### src/rtl/blink_attr_pkg.sv
package blink_attr_pkg;

    typedef enum logic {
        PH_ON  = 1'b0,
        PH_OFF = 1'b1
    } blink_phase_e;

    localparam int unsigned DEF_HALF_CYCLES = 14336;
    localparam int unsigned DEF_NUM_POS     = 8;

endpackage

### src/rtl/blink_divider.sv
module blink_divider
    import blink_attr_pkg::*;
#(
    parameter int unsigned HALF_CYCLES = DEF_HALF_CYCLES
) (
    input  logic         clk,
    input  logic         rst_n,
    output blink_phase_e phase
);

    localparam int unsigned PERIOD = 2 * HALF_CYCLES;
    localparam int unsigned CNT_W  = $clog2(PERIOD);
    localparam logic [CNT_W-1:0] LAST = CNT_W'(PERIOD - 1);
    localparam logic [CNT_W-1:0] HALF = CNT_W'(HALF_CYCLES);

    typedef struct packed {
        logic [CNT_W-1:0] cnt;
    } div_state_t;

    div_state_t st_d, st_q;

    always_comb begin
        st_d = st_q;
        if (st_q.cnt == LAST) begin
            st_d.cnt = '0;
        end else begin
            st_d.cnt = st_q.cnt + 1'b1;
        end
    end

    always_ff @(posedge clk) begin
        if (!rst_n) begin
            st_q <= '0;
        end else begin
            st_q <= st_d;
        end
    end

    assign phase = (st_q.cnt >= HALF) ? PH_OFF : PH_ON;


    cnt_in_range_chk: assert property (@(posedge clk) disable iff (!rst_n)
        st_q.cnt <= LAST);


    cnt_wrap_chk: assert property (@(posedge clk) disable iff (!rst_n)
        (st_q.cnt == LAST) |=> (st_q.cnt == '0));


    phase_enter_off_chk: assert property (@(posedge clk) disable iff (!rst_n)
        (st_q.cnt == HALF - 1'b1) |=> (phase == PH_OFF));

endmodule

### src/rtl/blink_flag_store.sv
module blink_flag_store #(
    parameter int unsigned NUM_POS = 8,
    parameter int unsigned IDX_W   = $clog2(NUM_POS)
) (
    input  logic               clk,
    input  logic               rst_n,
    input  logic               wr_fire,
    input  logic [IDX_W-1:0]   idx,
    input  logic               wbit,
    output logic [NUM_POS-1:0] flags,
    output logic               rbit
);

    typedef struct packed {
        logic [NUM_POS-1:0] flag;
    } flag_state_t;

    flag_state_t st_d, st_q;

    for (genvar g = 0; g < NUM_POS; g++) begin : g_pos
        always_comb begin
            if (wr_fire && (idx == IDX_W'(g))) begin
                st_d.flag[g] = wbit;
            end else begin
                st_d.flag[g] = st_q.flag[g];
            end
        end
    end

    always_ff @(posedge clk) begin
        if (!rst_n) begin
            st_q <= '0;
        end else begin
            st_q <= st_d;
        end
    end

    assign flags = st_q.flag;
    assign rbit  = st_q.flag[idx];


    write_lands_chk: assert property (@(posedge clk) disable iff (!rst_n)
        wr_fire |=> (flags[$past(idx)] == $past(wbit)));


    idle_hold_chk: assert property (@(posedge clk) disable iff (!rst_n)
        !wr_fire |=> $stable(flags));


    single_change_chk: assert property (@(posedge clk) disable iff (!rst_n)
        1'b1 |=> ($countones(flags ^ $past(flags)) <= 1));

endmodule

### src/rtl/blink_blank_gate.sv
module blink_blank_gate
    import blink_attr_pkg::*;
#(
    parameter int unsigned NUM_POS = 8
) (
    input  logic               blink_en,
    input  blink_phase_e       phase,
    input  logic [NUM_POS-1:0] flags,
    output logic [NUM_POS-1:0] blank
);

    logic off_now;
    assign off_now = blink_en && (phase == PH_OFF);

    for (genvar g = 0; g < NUM_POS; g++) begin : g_gate
        assign blank[g] = off_now & flags[g];
    end

endmodule

### src/rtl/blink_attr_ctrl.sv
module blink_attr_ctrl
    import blink_attr_pkg::*;
#(
    parameter int unsigned NUM_POS     = DEF_NUM_POS,
    parameter int unsigned HALF_CYCLES = DEF_HALF_CYCLES,
    parameter int unsigned ADDR_W      = 5,
    parameter int unsigned DATA_W      = 8
) (
    input  logic               clk,
    input  logic               rst_n,
    input  logic               flash_sel,
    input  logic               wr_en,
    input  logic               rd_en,
    input  logic [ADDR_W-1:0]  addr,
    input  logic [DATA_W-1:0]  wdata,
    output logic [DATA_W-1:0]  rdata,
    input  logic               blink_en,
    output logic [NUM_POS-1:0] blank
);

    localparam int unsigned IDX_W = $clog2(NUM_POS);

    logic               wr_fire;
    logic               rd_fire;
    logic [IDX_W-1:0]   idx;
    logic [NUM_POS-1:0] flags;
    logic               rbit;
    blink_phase_e       phase;

    assign wr_fire = flash_sel && wr_en;
    assign rd_fire = flash_sel && rd_en;
    assign idx     = addr[IDX_W-1:0];

    blink_flag_store #(
        .NUM_POS (NUM_POS),
        .IDX_W   (IDX_W)
    ) u_store (
        .clk     (clk),
        .rst_n   (rst_n),
        .wr_fire (wr_fire),
        .idx     (idx),
        .wbit    (wdata[0]),
        .flags   (flags),
        .rbit    (rbit)
    );

    blink_divider #(
        .HALF_CYCLES (HALF_CYCLES)
    ) u_div (
        .clk   (clk),
        .rst_n (rst_n),
        .phase (phase)
    );

    blink_blank_gate #(
        .NUM_POS (NUM_POS)
    ) u_gate (
        .blink_en (blink_en),
        .phase    (phase),
        .flags    (flags),
        .blank    (blank)
    );

    always_comb begin
        rdata = '0;
        if (rd_fire) begin
            rdata[0] = rbit;
        end
    end


    rdata_upper_zero_chk: assert property (@(posedge clk) disable iff (!rst_n)
        rdata[DATA_W-1:1] == '0);


    no_blank_disabled_chk: assert property (@(posedge clk) disable iff (!rst_n)
        !blink_en |-> (blank == '0));


    blank_needs_flag_chk: assert property (@(posedge clk) disable iff (!rst_n)
        ((blank & ~flags) == '0));


    reset_clears_chk: assert property (@(posedge clk)
        !rst_n |=> (flags == '0));

endmodule

### config.mk
export PLATFORM = sky130hd
export DESIGN_NAME = blink_attr_ctrl
export DESIGN_NICKNAME = d
export VERILOG_FILES = /design/src/rtl/blink_attr_pkg.sv /design/src/rtl/blink_divider.sv /design/src/rtl/blink_flag_store.sv /design/src/rtl/blink_blank_gate.sv /design/src/rtl/blink_attr_ctrl.sv
export SDC_FILE = /design/constraint.sdc
export NUM_CORES = 1
export LEC_CHECK = 0
export BUFFER_PORTS_ARGS = -buffer_cell sky130_fd_sc_hd__buf_2
export CAP_MARGIN = 20
export CORE_UTILIZATION = 50
export CTS_CLUSTER_DIAMETER = 30
export DETAILED_ROUTE_END_ITERATION = 12
export PLACE_DENSITY = 0.73
export SLEW_MARGIN = 20
export SYNTH_ARGS = -nofsm -noshare
export SYNTH_HDL_FRONTEND = slang
export SYNTH_SLANG_ARGS = --single-unit
export TNS_END_PERCENT = 10
### constraint.sdc
create_clock -name clk -period 3.9 [get_ports clk]
set_input_delay 0 -clock clk [delete_from_list [all_inputs] [get_ports clk]]
set_output_delay 0 -clock clk [all_outputs]
set_load 0.02 [all_outputs]
==> results of run 1 <==
final cells by class:
| type | count | share of cell area (%) |
|---|---|---|
| Clock buffer | 4 | 1.94 |
| Inverter | 4 | 1.11 |
| Multi-Input combinational cell | 110 | 53.0 |
| Sequential cell | 23 | 33.9 |
| Tap cell | 28 | 2.58 |
| Timing Repair Buffer | 19 | 7.38 |
through the flow:
stage	util [%]	total power, W	hold WS, ns	worst slack (ns)
2_1_floorplan	-	0.000278	0.123	2.38
3_3_place_gp	58.0	0.000280	0.323	2.11
3_5_place_dp	58.0	0.000281	0.329	2.05
4_1_cts	59.6	0.000393	0.0478	2.03
5_1_grt	59.6	0.000406	0.0563	1.88
6_report	59.6	0.000386	0.0556	2.06
cells in the final DEF, fill, tap and decap left out, types with 4 or more instances in the layout:
| cell type | count |
|---|---|
| nor3_1 | 4 |
| mux2i_1 | 4 |
| conb_1 | 7 |
| and2_1 | 9 |
| xor2_1 | 8 |
| buf_2 | 18 |
| o21ai_0 | 8 |
| nand2_1 | 14 |
| dfxtp_1 | 23 |
| nor2_1 | 18 |
| a21boi_0 | 8 |
| nand3_1 | 5 |
| inv_1 | 4 |
power by group:
group          internal (W)  switching [W]
logic             0.0000127      0.0000215
registers          0.000239     0.00000390
clock network     0.0000399      0.0000696
layer usage:
layer,routed length (µm),part of all wire [%]
met5,0,0
met4,17,0.78
met3,93,4.3
met2,988,46
met1,1070,49
registers in the layout (all words and copies together), names as in the netlist:
register / flops
u_div.st_q: 15
u_store.flags: 8
path summary, 6_finish.rpt:
check	startpoint	endpoint	slack, ns	cells after the start
hold / removal	rst_n	u_store.flags[7]	0.06	2
setup reg to reg	u_div.st_q[0]	u_div.st_q[11]	2.06	5
hold reg to reg	u_div.st_q[0]	u_div.st_q[0]	0.49	1
setup / recovery	u_div.st_q[0]	u_div.st_q[11]	2.06	5
what timing repair did:
item	in CTS	in global routing
buffers inserted	0	0
hold buffers	1	0
endpoints found under the hold margin	3	0
cells in the mapped netlist, drive strengths merged, types with 3 or more instances:
cell	n
and2	9
xor2	8
nor2b	3
dfxtp	23
nor3	4
nand2	14
nand2b	3
nor2	18
buf	8
inv	4
nand4	3
o21ai	8
mux2i	4
clkbuf	3
a21boi	8
nand3	6
kinds of logic after synthesis:
| group | synth area share (%) |
|---|---|
| buf+inv | 7.22 |
| mux | 6.82 |
| other cells | 0.301 |
| flops | 36.9 |
| xor+xnor | 7.02 |
| fa+ha+maj | 2.01 |
| simple gates | 29.0 |
| compound gates | 10.7 |
==> metrics.csv, run 1 <==
metric;value;unit
vias;977;
clkSinkCount;23;
via_per_inst;5.20;
syn_area;1250;µm²
drive_above_1_share;17.5;%
first_pass_iters;4;
stdcell_area;1360;µm²
port_buffers;18;
hold_viol;0;
ys_ff_latch;23;
cts_max_level;1;
gr-total-overflow;0;
leakage;0.551;nW
dp_cells;183;
start_util;54.8;%
ys_warn_count;0;
grt.met3_usage;6.14;%
critPathMaxFanout;11;
clock.fmax;544;MHz
maxCapViolCount;0;
max_slew.worst_pin.slew;0.613;ns
synth.avg_cell_area;8.78;µm²
cts_buffer_depth;2;
setup_violations;0;
yosysSeqAreaShare;36.9;%
cp_slowest_cell;o41ai_4;
grt_util_all_layers;19.4;%
grt_use_met1;25.4;%
cellPowerDensity;285;nW/µm²
cts_tree;done;
route.detailed.drc;0;
grt_pass1_wl;3800;µm
yosysTopAreaCellShare;36.9;%
timing.final.crit_share;47.1;%
ioPinCount;35;
wl_per_cell;11.5;µm
slowest_delay;0.62;ns
cp_cell_sequence;ha_1, nand3_4, nand2b_4, o41ai_4, nor2_1;
startpoint_type;flip-flop;
required;4.09;ns
rsz0062_at_grt;no;
cp_data_arrival_time;2.03;ns
antenna_found_initial;0;
yosys.area.top_type;dfxtp_1;
insertion_delay;0.31;ns
cp_top_family;compound AO/OA/AOI/OAI gates;
layout.cells.non_filler;188;
rows;17;
layout_min_cycle_time;1.84;ns
fin_skew;0.0102;ns
antenna_left;0;
cts_root_buf;clkbuf_4;
status;completed;
synth_cell_types;30;
die_w;52.0;µm
synthFlopType;dfxtp_1;
cts_buffers;3;
nets;182;
core_area;2280;µm²
synth-edff-count;0;
critPathKind;reg2reg;
slew_headroom;59.0;%
first_iter_violations;14;
synthTopCellsByArea;dfxtp_1 37%, xor2_1 5.6%, nor2_1 5.4%;
gp_congestion;0.752;
tns;0;ns
area_delta_synth_final;8.73;%
slew_viol_final;0;
ir_drop;0.269;mV
path_buf_inv;0;
grt_busiest_layer;met2;
ctsResizeCount;0;
syn_inst;142;
fp.dieH;52.0;µm
dp_hpwl;1650;µm
dieArea;2700;µm²
wirelength;2170;µm
grt_max_degree;15;
met2_usage;29.3;%
path_clk_slew;0.13;ns
seqCellArea;460;µm²
fillers;216;
grt_pass1_vias;885;
async_reset_ff_share;0;%
multi_input_area;719;µm²
antenna_cells;0;
post_dp_cell_area;1320;µm²
hold_class;in2reg;
critPathCaptureType;flip-flop;
Note: power is estimated with default switching activity, not from simulation.
==> inputs of run 2 (changes only) <==
ABC_AREA = 1   (was default)
clock period = 1.87 ns   (was 3.9 ns; I/O delays follow)
==> metrics.csv, run 2 <==
metric;value;unit;change
status;completed;;
hold_viol;0;;unchanged
gp_congestion;0.809;;+7.6%
dp_hpwl;2060;µm;+25%
synth-edff-count;0;;unchanged
wirelength;2570;µm;+19%
drive_above_1_share;12.8;%;-4.7 points
r2r_cells;7;;+2
cts_root_buf;clkbuf_4;;
path_clk_slew;0.12;ns;about the same
route.detailed.drc;0;;unchanged
core_area;2450;µm²;+7.9%
ys_ff_latch;23;;unchanged
synth-simple-area-share;33.5;%;+4.5 points
synth-compound-area-share;10.4;%;-0.33 points
fp.dieH;52.7;µm;+1.5%
synthTopCellsByCount;40 x nor2_1, 37 x nand2_1, 29 x inv_1, 23 x dfxtp_1, 16 x nand3_1;;
setup.worst_path.start;u_div.st_q[11];;
postCtsHoldBufs;0;;-1
gr-total-overflow;0;;unchanged
grt_max_degree;14;;-1
whs;0.0171;ns;-0.0385 ns
ys_warn_count;0;;unchanged
critPathMaxFanout;8;;-3
cts_tree;done;;
clock.fmax;674;MHz;
first_pass_iters;4;;unchanged
synth-xor-area-share;4.08;%;-2.9 points
dieArea;2780;µm²;+3.1%
critPathKind;reg2out;;
clkSinkCount;23;;unchanged
grt_pass1_vias;1092;;+23%
post-synth-top-count-cell;nor2_1;;
final_cell_mix;40 x nor2_1, 37 x nand2_1, 29 x inv_1;;
vias;1255;;+28%
setup_ws;0.387;ns;-1.68 ns
rsz0062_at_grt;no;;
cp_top_family;flip-flops;;
setup_violations;0;;unchanged
timing.rr.start;u_div.st_q[1];;
ctsResizeCount;0;;unchanged
antenna_cells;0;;unchanged
ioPinCount;35;;unchanged
cts_setup_buffers;0;;unchanged
grt_util_all_layers;20.6;%;+1.2 points
synth_cell_types;21;;-30%
maxCapViolCount;0;;unchanged
die_w;52.7;µm;+1.5%
critPathCaptureType;output port;;
layout_min_cycle_time;1.48;ns;
post-place-ws;0.402;ns;-1.64 ns
largest-register;u_div.st_q;;
cts_max_level;1;;unchanged
cts_buffers;3;;unchanged
synthAdderAreaFrac;1.94;%;-0.062 points
ir_drop;0.368;mV;+37%
slowest_delay;0.42;ns;-0.20 ns
yosysSeqAreaShare;35.8;%;-1.1 points
slew_viol_final;0;;unchanged
leakage;0.554;nW;+0.56%
via_per_inst;5.04;;-3.0%
r2r-end;u_div.st_q[3];;
antenna_found_initial;0;;unchanged
synthFlopType;dfxtp_1;;
cp-endpoint;blank[0];;
first_iter_violations;20;;+6
fin_skew;0.00523;ns;-0.00499 ns
cp_data_arrival_time;1.48;ns;-0.55 ns
cp_slowest_cell;dfxtp_1;;
port_buffers;18;;unchanged
path_buf_inv;2;;+2
hold_class;in2reg;;
insertion_delay;0.31;ns;about the same
nets;241;;+32%
syn_area;1290;µm²;+3.2%
wl_per_cell;10.3;µm;-10%
grt_pass1_wl;4200;µm;+11%
synth_top_family_by_area;simple AND/OR/NAND/NOR gates;;
yosys.area.top_type;dfxtp_1;;
antenna_left;0;;unchanged
synth.avg_cell_area;6.47;µm²;-26%
worst-path-stages;5;;unchanged
start_util;52.4;%;-2.4 points
startpoint_type;flip-flop;;
synthTopCellsByArea;dfxtp_1 36%, nor2_1 12%, nand2_1 11%;;
async_reset_ff_share;0;%;unchanged
tns;0;ns;unchanged
final_common_cell;nor2_1;;
syn_inst;199;;+40%
required;1.87;ns;-2.22 ns
yosysTopAreaCellShare;35.8;%;-1.1 points
timing.final.crit_share;79.3;%;
cts_buffer_depth;2;;unchanged
area_delta_synth_final;9.04;%;
muxShareOfSynthArea;0;%;-6.8 points
rows;18;;+1
cp_cell_sequence;inv_1, o21ai_0, nand2_1, nor2_1, buf_2;;
reg2reg_slack;0.39;ns;-1.68 ns
largest_reg_flops;15;;unchanged
cellPowerDensity;571;nW/µm²;+100%
run 2: metal layers:
| metal | routed length (µm) | vias to the layer above | GRT usage (%) |
|---|---|---|---|
| met5 | 0 | - | 0 |
| met4 | 61 | 0 | 11.4 |
| met3 | 80 | 8 | 2.61 |
| met2 | 1360 | 28 | 38.8 |
| met1 | 1070 | 571 | 21.5 |
| li1 | - | 648 | - |
run 2: final cells by class:
class / instances / area [µm²]
clock buffers: 4 / 26.3
fillers: 249 / 1050
flip-flops and latches: 23 / 460
repair buffers: 19 / 97.6
inverters: 30 / 113
multi-input cells: 143 / 669
well taps: 30 / 37.5
run 2: metrics by stage:
| stage | util [%] | area, µm² | power [W] | std cells |
|---|---|---|---|---|
| 6_report | 57.2 | 1400 | 0.000802 | 249 |
| 5_1_grt | 57.2 | 1400 | 0.000851 | 249 |
| 4_1_cts | 57.2 | 1400 | 0.000816 | 249 |
| 3_5_place_dp | 56.1 | 1380 | 0.000591 | 245 |
| 3_3_place_gp | 56.1 | 1380 | 0.000587 | 245 |
| 2_1_floorplan | - | 1310 | 0.000580 | 205 |
run 2: logic make-up after synthesis:
group / Yosys count
other cells: 1
fa+ha+maj: 2
buf+inv: 39
flops: 23
compound gates: 25
simple gates: 103
xor+xnor: 6
run 2: how the worst min path moves through the flow:
stage,depth (start not counted),startpoint,endpoint
2_1_floorplan,2,rst_n,u_div.st_q[12]
3_3_place_gp,3,wdata[0],u_store.flags[4]
3_5_place_dp,3,wdata[0],u_store.flags[6]
4_1_cts,3,wdata[0],u_store.flags[4]
5_1_grt,3,wdata[0],u_store.flags[6]
6_report,3,wdata[0],u_store.flags[0]
run 2: report_power, final:
part           leakage [nW]  switching, W  total (W)  internal, W
sequential            0.186    0.00000709   0.000505     0.000497
combinational         0.353     0.0000538  0.0000761    0.0000223
clock                0.0150      0.000138   0.000221    0.0000833
run 2: worst register-to-register path, stage by stage, from the launching register on:
cell and delay (ns):
dfxtp_1 0.40, ha_1 0.22, nand2_1 0.08, nor2_2 0.14, nand2_2 0.13, o21ai_2 0.15
buf_4 0.20, a21oi_1 0.07
==> inputs of run 3 (changes only) <==
CORE_UTILIZATION = 46   (was 50)
PLACE_DENSITY = 0.7   (was 0.73)
clock period = 1.3 ns   (was 1.87 ns; I/O delays follow)
==> metrics.csv, run 3 (synthesis gave the netlist of run 2 again) <==
metric;value;unit;change
leakage;0.684;nW;+23%
status;finished with violations;;
area_delta_synth_final;31.1;%;
cp-endpoint;blank[2];;
hold_class;in2reg;;
timing.final.crit_share;103;%;
setup_ws;-0.0426;ns;-0.429 ns
timing.rr.start;u_div.st_q[12];;
dp_hpwl;2230;µm;+8.0%
slowest_delay;0.36;ns;-0.06 ns
fin_skew;0.00284;ns;-0.00238 ns
slew_viol_final;0;;unchanged
required;1.30;ns;-0.57 ns
reg2reg_slack;0.05;ns;-0.34 ns
power_switching;0.000330;W;+66%
clkSinkCount;23;;unchanged
power.clock.fraction;28.5;%;+0.9 points
final_common_cell;nand2_1;;
antenna_found_initial;0;;unchanged
failed_checks;setup timing;;
drive_above_1_share;30.1;%;+17 points
tns;-0.107;ns;-0.107 ns
antenna_left;0;;unchanged
cts_buffer_depth;2;;unchanged
clock.fmax;745;MHz;
power_frac_comb;11.8;%;+2.3 points
r2r-end;u_div.st_q[12];;
cp_cell_sequence;nand2_2, o21ai_4, nand2_4, nor2_2, buf_6;;
layout.cells.non_filler;269;;+8.0%
grt_pass1_vias;1171;;+7.2%
critPathCaptureType;output port;;
startpoint_type;flip-flop;;
post_dp_cell_area;1510;µm²;+9.3%
cts_tree;done;;
cts_max_level;1;;unchanged
ioPinCount;35;;unchanged
dieArea;3010;µm²;+8.4%
hold_viol;0;;unchanged
cts_buffers;3;;unchanged
fp.dieH;54.9;µm;+4.1%
wl_per_cell;11.2;µm;+8.7%
worstHoldStart;addr[0];;
start_util;50.1;%;-2.3 points
cp_data_arrival_time;1.34;ns;-0.14 ns
vias;1336;;+6.5%
maxCapViolCount;0;;unchanged
grt_max_degree;14;;unchanged
antenna_cells;0;;unchanged
gp_congestion;0.839;;+3.7%
critPathMaxFanout;8;;unchanged
rsz0062_at_grt;yes;;
route.detailed.drc;0;;unchanged
setup_violations;7;;+7
post-place-ws;-0.0276;ns;-0.430 ns
via_per_inst;4.97;;-1.5%
r2r_cells;8;;+1
stdcell_area;1690;µm²;+20%
die_w;54.9;µm;+4.1%
p_int;0.000887;W;+47%
cp_slowest_cell;dfxtp_2;;
seq_power_share;59.6;%;-3.3 points
port_buffers;18;;unchanged
largest_reg_flops;15;;unchanged
gr-total-overflow;0;;unchanged
critPathKind;reg2out;;
grt_util_all_layers;22.4;%;+1.8 points
core_area;2570;µm²;+4.6%
first_iter_violations;37;;+85%
whs;0.0240;ns;+0.00696 ns
dp_cells;259;;+5.7%
ir_drop;0.733;mV;+99%
wirelength;3020;µm;+17%
setup.worst_path.start;u_div.st_q[13];;
path_clk_slew;0.13;ns;about the same
insertion_delay;0.32;ns;about the same
grt_pass1_wl;4780;µm;+14%
p_sw_share;27.1;%;+2.3 points
first_pass_iters;4;;unchanged
largest-register;u_div.st_q;;
cts_root_buf;clkbuf_4;;
final_cell_mix;34 x nand2_1, 33 x nor2_1, 28 x inv_1;;
fillers;232;;-6.8%
rows;18;;unchanged
layout_min_cycle_time;1.34;ns;
cellPowerDensity;721;nW/µm²;+26%
nets;261;;+8.3%
-- run 3: changes by cell type in the layout (fill, tap and decap cells not counted), sizes merged --
cell         delta
buf            +19
clkbuf          -1
clkinv          +1
dlygate4sd3     +1
-- run 3: metal layers --
layer	share of wire [%]	global-route usage, %
met1	44	28.3
met2	50	39.4
met3	3.9	2.46
met4	1.5	7.50
met5	0	0
-- run 3: stage by stage --
stage	power, W	util (%)
final	0.00122	65.7
after CTS	0.00123	63.7
after global routing	0.00127	65.7
after floorplan	0.000835	-
after global placement	0.000869	58.6
after detailed placement	0.000875	58.6
-- run 3: power groups by stage --
stage / clock [W] / sequential (W) / combinational, W
final: 0.000347 / 0.000726 / 0.000144
after global routing: 0.000384 / 0.000727 / 0.000161
after CTS: 0.000363 / 0.000725 / 0.000141
after detailed placement: 0 / 0.000738 / 0.000137
after global placement: 0 / 0.000737 / 0.000132
after floorplan: 0 / 0.000740 / 0.0000957
-- run 3: cell type report --
type / count / area [µm²] / share of cell area (%)
clock buffer: 3 / 22.5 / 1.33
tap: 30 / 37.5 / 2.22
timing repair buffer: 39 / 300 / 17.8
clock inverter: 1 / 5.00 / 0.297
inverter: 30 / 113 / 6.67
multi-input combinational: 143 / 736 / 43.6
sequential: 23 / 474 / 28.1
-- run 3: worst max-delay path, delay by kind of cell, from the launching register on --
kind | cells | cell delay (ns)
buffers and inverters | 1 | 0.14
flip-flops | 1 | 0.36
AND/OR/NAND/NOR | 3 | 0.34
AO/OA/AOI/OAI | 1 | 0.18
-- run 3: timing repair --
action                                  in CTS  in global routing
gates resized for setup                     22                 19
hold buffers                                 1                  0
endpoints found under the setup margin      21                 24
pin swaps                                    5                  2
setup buffers                                5                  0
hold endpoints to repair                     6                  0
-- run 3: worst min path at each step --
stage                       endpoint  slack [ns]  cells past startpoint
floorplan             u_div.st_q[12]        0.14                      2
global placement    u_store.flags[5]        0.35                      3
detailed placement  u_store.flags[5]        0.36                      3
CTS                 u_store.flags[2]        0.02                      4
global route           u_div.st_q[4]        0.05                      4
finish              u_store.flags[2]        0.02                      4
